## src/rtl/dual_band_nco_pkg.sv

```systemverilog
package dual_band_nco_pkg;

  localparam int PHASE_W  = 32;
  localparam int CHAN_W   = 3;
  localparam int NUM_CHAN = 1 << CHAN_W;
  localparam int NUM_ACC  = 2;

  // 130 MHz at a 200 MHz clock: round(0.65 * 2^32)
  localparam logic [PHASE_W-1:0] LO_INC = 32'd2791728742;

  typedef struct packed {
    logic               advance;
    logic               vhfPath;
    logic [PHASE_W-1:0] incWord;
  } ncoStrobe_t;

  // Preset frequency words: the low half is the direct HF band, the high half the IF band
  function automatic logic [PHASE_W-1:0] baseInc(input logic [CHAN_W-1:0] sel);
    logic [PHASE_W-1:0] w;
    case (sel)
      3'd0:    w = 32'd76879915;
      3'd1:    w = 32'd81604379;
      3'd2:    w = 32'd76020921;
      3'd3:    w = 32'd75806173;
      3'd4:    w = 32'd309022897;
      3'd5:    w = 32'd334255830;
      3'd6:    w = 32'd355730666;
      default: w = 32'd377205503;
    endcase
    return w;
  endfunction

endpackage

```

## src/rtl/dual_band_nco_ctrl.sv

```systemverilog
module dual_band_nco_ctrl
  import dual_band_nco_pkg::*;
#(
  parameter int DEV_W = 16
) (
  input  logic                    clk,
  input  logic                    rst,
  input  logic [CHAN_W-1:0]       chanSel,
  input  logic signed [DEV_W-1:0] fmDev,
  output ncoStrobe_t              strb
);

  localparam int EXT_W = PHASE_W - DEV_W;

  logic [PHASE_W-1:0] devExt;
  logic [PHASE_W-1:0] nextInc;

  always_comb begin
    devExt  = {{EXT_W{fmDev[DEV_W-1]}}, fmDev};
    nextInc = baseInc(chanSel) + devExt;
  end

  always_ff @(posedge clk) begin
    if (rst) begin
      strb.advance <= 1'b0;
      strb.vhfPath <= 1'b0;
      strb.incWord <= '0;
    end else begin
      strb.advance <= 1'b1;
      strb.vhfPath <= chanSel[CHAN_W-1];
      strb.incWord <= nextInc;
    end
  end

endmodule

```

## src/rtl/dual_band_nco_acc.sv

```systemverilog
module dual_band_nco_acc
  import dual_band_nco_pkg::*;
(
  input  logic               clk,
  input  logic               rst,
  input  logic               advance,
  input  logic [PHASE_W-1:0] stepWord,
  output logic [PHASE_W-1:0] phase
);

  always_ff @(posedge clk) begin
    if (rst)          phase <= '0;
    else if (advance) phase <= phase + stepWord;
  end

endmodule

```

## src/rtl/dual_band_nco_dp.sv

```systemverilog
module dual_band_nco_dp
  import dual_band_nco_pkg::*;
(
  input  logic               clk,
  input  logic               rst,
  input  ncoStrobe_t         strb,
  output logic [PHASE_W-1:0] mainPhase,
  output logic [PHASE_W-1:0] loPhase
);

  logic [PHASE_W-1:0] accPhase [NUM_ACC];

  // Index 0 follows the selected channel word, index 1 is the fixed local oscillator
  for (genvar gi = 0; gi < NUM_ACC; gi++) begin : g_acc
    logic [PHASE_W-1:0] stepSel;
    if (gi == 0) begin : g_main
      assign stepSel = strb.incWord;
    end else begin : g_lo
      assign stepSel = LO_INC;
    end
    dual_band_nco_acc u_acc (
      .clk      (clk),
      .rst      (rst),
      .advance  (strb.advance),
      .stepWord (stepSel),
      .phase    (accPhase[gi])
    );
  end

  assign mainPhase = accPhase[0];
  assign loPhase   = accPhase[1];

endmodule

```

## src/rtl/dual_band_nco.sv

```systemverilog
module dual_band_nco
  import dual_band_nco_pkg::*;
#(
  parameter int DEV_W = 16
) (
  input  logic                    clk,
  input  logic                    rst,
  input  logic [CHAN_W-1:0]       chanSel,
  input  logic signed [DEV_W-1:0] fmDev,
  output logic [PHASE_W-1:0]      phaseWord,
  output logic                    sqOut,
  output logic [PHASE_W-1:0]      loPhase,
  output logic                    loSq,
  output logic                    vhfPath
);

  ncoStrobe_t strb;

  dual_band_nco_ctrl #(.DEV_W(DEV_W)) u_ctrl (
    .clk     (clk),
    .rst     (rst),
    .chanSel (chanSel),
    .fmDev   (fmDev),
    .strb    (strb)
  );

  dual_band_nco_dp u_dp (
    .clk       (clk),
    .rst       (rst),
    .strb      (strb),
    .mainPhase (phaseWord),
    .loPhase   (loPhase)
  );

  assign sqOut   = phaseWord[PHASE_W-1];
  assign loSq    = loPhase[PHASE_W-1];
  assign vhfPath = strb.vhfPath;

endmodule

```

## config.mk

```make
export PLATFORM = sky130hd
export DESIGN_NAME = dual_band_nco
export DESIGN_NICKNAME = d
export VERILOG_FILES = /design/src/rtl/dual_band_nco_pkg.sv /design/src/rtl/dual_band_nco_ctrl.sv /design/src/rtl/dual_band_nco_acc.sv /design/src/rtl/dual_band_nco_dp.sv /design/src/rtl/dual_band_nco.sv
export SDC_FILE = /design/constraint.sdc
export NUM_CORES = 1
export LEC_CHECK = 0
export ABC_AREA = 1
export CORE_MARGIN = 8
export CORE_UTILIZATION = 53
export CTS_CLUSTER_SIZE = 12
export DETAILED_ROUTE_END_ITERATION = 8
export GPL_TIMING_DRIVEN = 0
export PLACE_DENSITY = 0.79
export RECOVER_POWER = 25
export SLEW_MARGIN = 20
export SYNTH_ARGS = -nofsm -noshare
export SYNTH_HDL_FRONTEND = slang
export SYNTH_SLANG_ARGS = --single-unit
```

## constraint.sdc

```tcl
create_clock -name clk -period 2.33 [get_ports clk]
set_input_delay 0.5825 -clock clk [delete_from_list [all_inputs] [get_ports clk]]
set_output_delay 0.5825 -clock clk [all_outputs]
set_load 0.05 [all_outputs]
```

==> impl_metrics.csv <==
group,metric,value,unit
die,rows,46,
global_route,grt_usage,26.22,%
worst_setup_path,worst_setup_path_end_kind,"register",
worst_setup_path,crit_family,"simple AND/OR/NAND/NOR gates",
final_layout,synthToLayoutAreaGrowth,22.44,%
final_layout,drive_above_1_share,11.64,%
timing,slew_violations,0,
yosys,synth_seq_area_share,22.69,%
timing,setup_ws,-0.05510,ns
drt,vias_per_cell,5.268,
place,dp_hpwl,21400,microns
power,clkPwrFrac,25.3,%
run_status,violations,"setup timing",
power,p_per_area,613.6,nW/um^2
timing,setup_viol,1,
worst_setup_path,reg2reg_from,"u_dp.g_acc[0].u_acc.phase[0]",
die,initial_core_util,53.71,%
worst_hold_path,hold_path_class,"in -> reg",
final_layout,final_common_cell,"nand2_1",
drt,initialDrtViolationCount,893,
power,ir_drop,0.4362,mV
final_layout,nNetsFinal,1661,
power,pwr-share-seq,31.5,%
yosys,synth.distinct_cells,44,
clocking,cts_tree,"yes",
worst_setup_path,timing.rr.end,"u_dp.g_acc[0].u_acc.phase[28]",
worst_setup_path,cp-start-kind,"input port",
place,portBuffers,85,
drt,first_pass_iters,5,
global_route,grt_max_degree,16,
power,swShare,41.99,%
power,power_leakage,5.396,nW
worst_setup_path,path_cells,"buf_4 > nand2_4 > nand2_2 > inv_1 > nor2_2 > nand2_2 > nand2_4 > nand2_1 > ha_4 > nand2_4 > nor2_4 > nand4_1 > o21bai_4 > nand3_2 > nand2_1 > nand2_1 > nor2_1",
die,die_height,142.4,microns
worst_setup_path,startpoint,"chanSel[1]",
yosys,synth_top_area_share,22.69,%
final_layout,antenna-diode-count,0,
final_layout,finalNonFillerCells,1797,
timing,finalClockSkew,0.01299,ns
clocking,clockBufferDepth,2,
yosys,syn_avg_cell_area,5.751,sq um
clocking,cts.clk_slew.worst_paths,0.07,ns
worst_setup_path,critPathMaxStageDelay,0.34,ns
yosys,synthesis.area,8471,sq um
yosys,synth_nets,1556,
yosys,synth_cells,1473,
global_route,grt-ovfl-total,0,
final_layout,final_cell_mix,"nand2_1, inv_1, nor2_1",
worst_setup_path,cp.depth,17,
worst_setup_path,endpoint,"u_ctrl.strb[24]",
place,dp_cells,1774,
worst_setup_path,path_buf_inv,2,
clocking,clock_sinks,96,
die,die_x,142.4,microns
timing,tightest_slew,0.8150,ns
place,place_ws,-0.9884,ns
clocking,ctsRootBufferMaster,"clkbuf_16",
timing,fmax,419.3,MHz
run_status,status,"finished with violations",
clocking,insertion_delay,0.35,ns
worst_setup_path,cp.required,2.58,ns
global_route,antenna_found_initial,0,
clocking,cts-buffers-inserted,9,
power,p_comb_share,43.2,%
die,design.core.area,15770,sq um
flow_run,maxCapViolations,0,
timing,period_share,102.4,%
worst_setup_path,r2r_slack,0.25,ns
clocking,cts_max_level,3,
power,netSwitchingPower,2.672,mW
final_layout,fillCellCount,1551,
global_route,first_global_vias,8326,
yosys,synthTopCellsByArea,"dfxtp_1, nand2_1, inv_1",
timing,final_hold_viol_count,0,
die,ios,88,
yosys,synth_top_area_cell,"dfxtp_1",
drt,num_vias,9467,
worst_setup_path,cp_slowest_cell,"ha_4",
timing,grt_setup_unrepaired,"yes",
power,power.internal,3.691,mW
yosys,yosysWarnings,0,
die,die-area,20280,sq um
drt,drc,0,
yosys,synth_seq_cells,96,
global_route,grt_pass1_wl,42210,microns
worst_setup_path,rr_worst_depth,13,
drt,ant_nets,0,
drt,drt_wl_total,27030,microns
timing,slew_headroom,45.66,%
place,place.gp.congestion,0.9504,
worst_setup_path,critPathKind,"in -> reg",
drt,avgRoutedWirePerCell,15.04,microns
worst_setup_path,cp.arrival,2.63,ns
timing,period_minus_slack,2.385,ns
worst_setup_path,worstPathMaxFanout,6,
## stage by stage
| stage | utilization (%) | hold slack, ns | TNS [ns] | instance area, sq um | total power, mW |
|---|---|---|---|---|---|
| CTS | 63.43 | 0.5405 | -0.007612 | 10000 | 6.207 |
| detailed placement | 61.23 | 0.5173 | -19.93 | 9656 | 4.576 |
| global placement | 61.23 | 0.5154 | -19.13 | 9656 | 4.545 |
| global route | 65.76 | 0.5550 | -1.349 | 10370 | 6.736 |
| finish | 65.76 | 0.5317 | -0.05510 | 10370 | 6.364 |
| floorplan | - | 0.5408 | 0 | 8534 | 3.842 |
## layer usage
layer	routed length, microns	part of all wire (%)	GRT usage [%]	up-vias
li1	-	-	-	4813
met1	12250	45	35.49	4286
met2	12340	46	42.81	324
met3	1796	6.6	2.650	44
met4	650	2.4	8.333	0
met5	0	0	0	-
## worst min-delay path by stage
stage / startpoint / to / slack [ns] / depth (start not counted)
floorplan: u_ctrl.strb[0] / u_dp.g_acc[0].u_acc.phase[0] / 0.54 / 3
global placement: u_dp.g_acc[1].u_acc.phase[31] / u_dp.g_acc[1].u_acc.phase[31] / 0.52 / 2
detailed placement: u_dp.g_acc[1].u_acc.phase[8] / u_dp.g_acc[1].u_acc.phase[8] / 0.52 / 2
CTS: u_dp.g_acc[1].u_acc.phase[8] / u_dp.g_acc[1].u_acc.phase[8] / 0.54 / 2
global route: chanSel[2] / u_ctrl.strb[32] / 0.55 / 3
finish: chanSel[2] / u_ctrl.strb[32] / 0.53 / 3
## cell type report
cell class                      instances  area, sq um  share of cell area [%]
Multi-Input combinational cell       1091         5837                   56.28
Sequential cell                        96         1922                   18.53
Inverter                              258        972.2                   9.374
Timing Repair Buffer                   94        919.6                   8.867
Tap cell                              216        270.3                   2.606
Clock buffer                            9        225.2                   2.172
Buffer                                 28        142.6                   1.375
Clock inverter                          5        82.58                  0.7962
## flip-flops by register name, summed over array words and instances, names as in the netlist
register,count
u_dp.g_acc.u_acc.phase,63
u_ctrl.strb,33
## Yosys cell counts (all sizes together)
cell type / n
nand2: 445
inv: 255
nor2: 219
a21oi: 111
dfxtp: 96
nand3: 95
o21ai: 74
ha: 60
nor3: 21
buf: 16
nand4: 13
xor2: 13
clkbuf: 12
and2: 7
o21bai: 7
a31oi: 5
xnor2: 5
a21o: 3
clkinv: 3
fa: 2
nor3b: 2
or2: 2
a22o: 1
a22oi: 1
conb: 1
nor4: 1
o211ai: 1
o21a: 1
o22ai: 1
## power groups by stage
stage / registers [mW] / logic, mW / clock network, mW
final: 2.00 / 2.75 / 1.61
after global routing: 2.02 / 3.02 / 1.69
after global placement: 2.03 / 2.51 / 0
after floorplan: 2.35 / 1.49 / 0
after detailed placement: 2.03 / 2.54 / 0
after CTS: 2.00 / 2.58 / 1.63
## worst reg2reg max path, delay by kind of cell (launching register included)
kind	cells	cell delay, ns
flops	1	0.36
buf+inv	3	0.20
simple gates	8	0.84
fa+ha+maj	2	0.60
## what timing repair did
action,CTS,global route
hold buffers,0,0
gates cloned,0,0
hold endpoints to repair,0,0
resized for setup,21,94
setup buffers,3,6
pin swaps,4,24
setup endpoints to repair,24,24
## cell families after synthesis
kind of cell | after synthesis | synth area share, %
xor+xnor | 18 | 1.861
other cells | 1 | 0.04427
buf+inv | 286 | 13.03
flops | 96 | 22.69
fa+ha+maj | 62 | 9.335
compound gates | 205 | 12.90
simple gates | 805 | 40.15
Power figures use the tool's default switching activity.
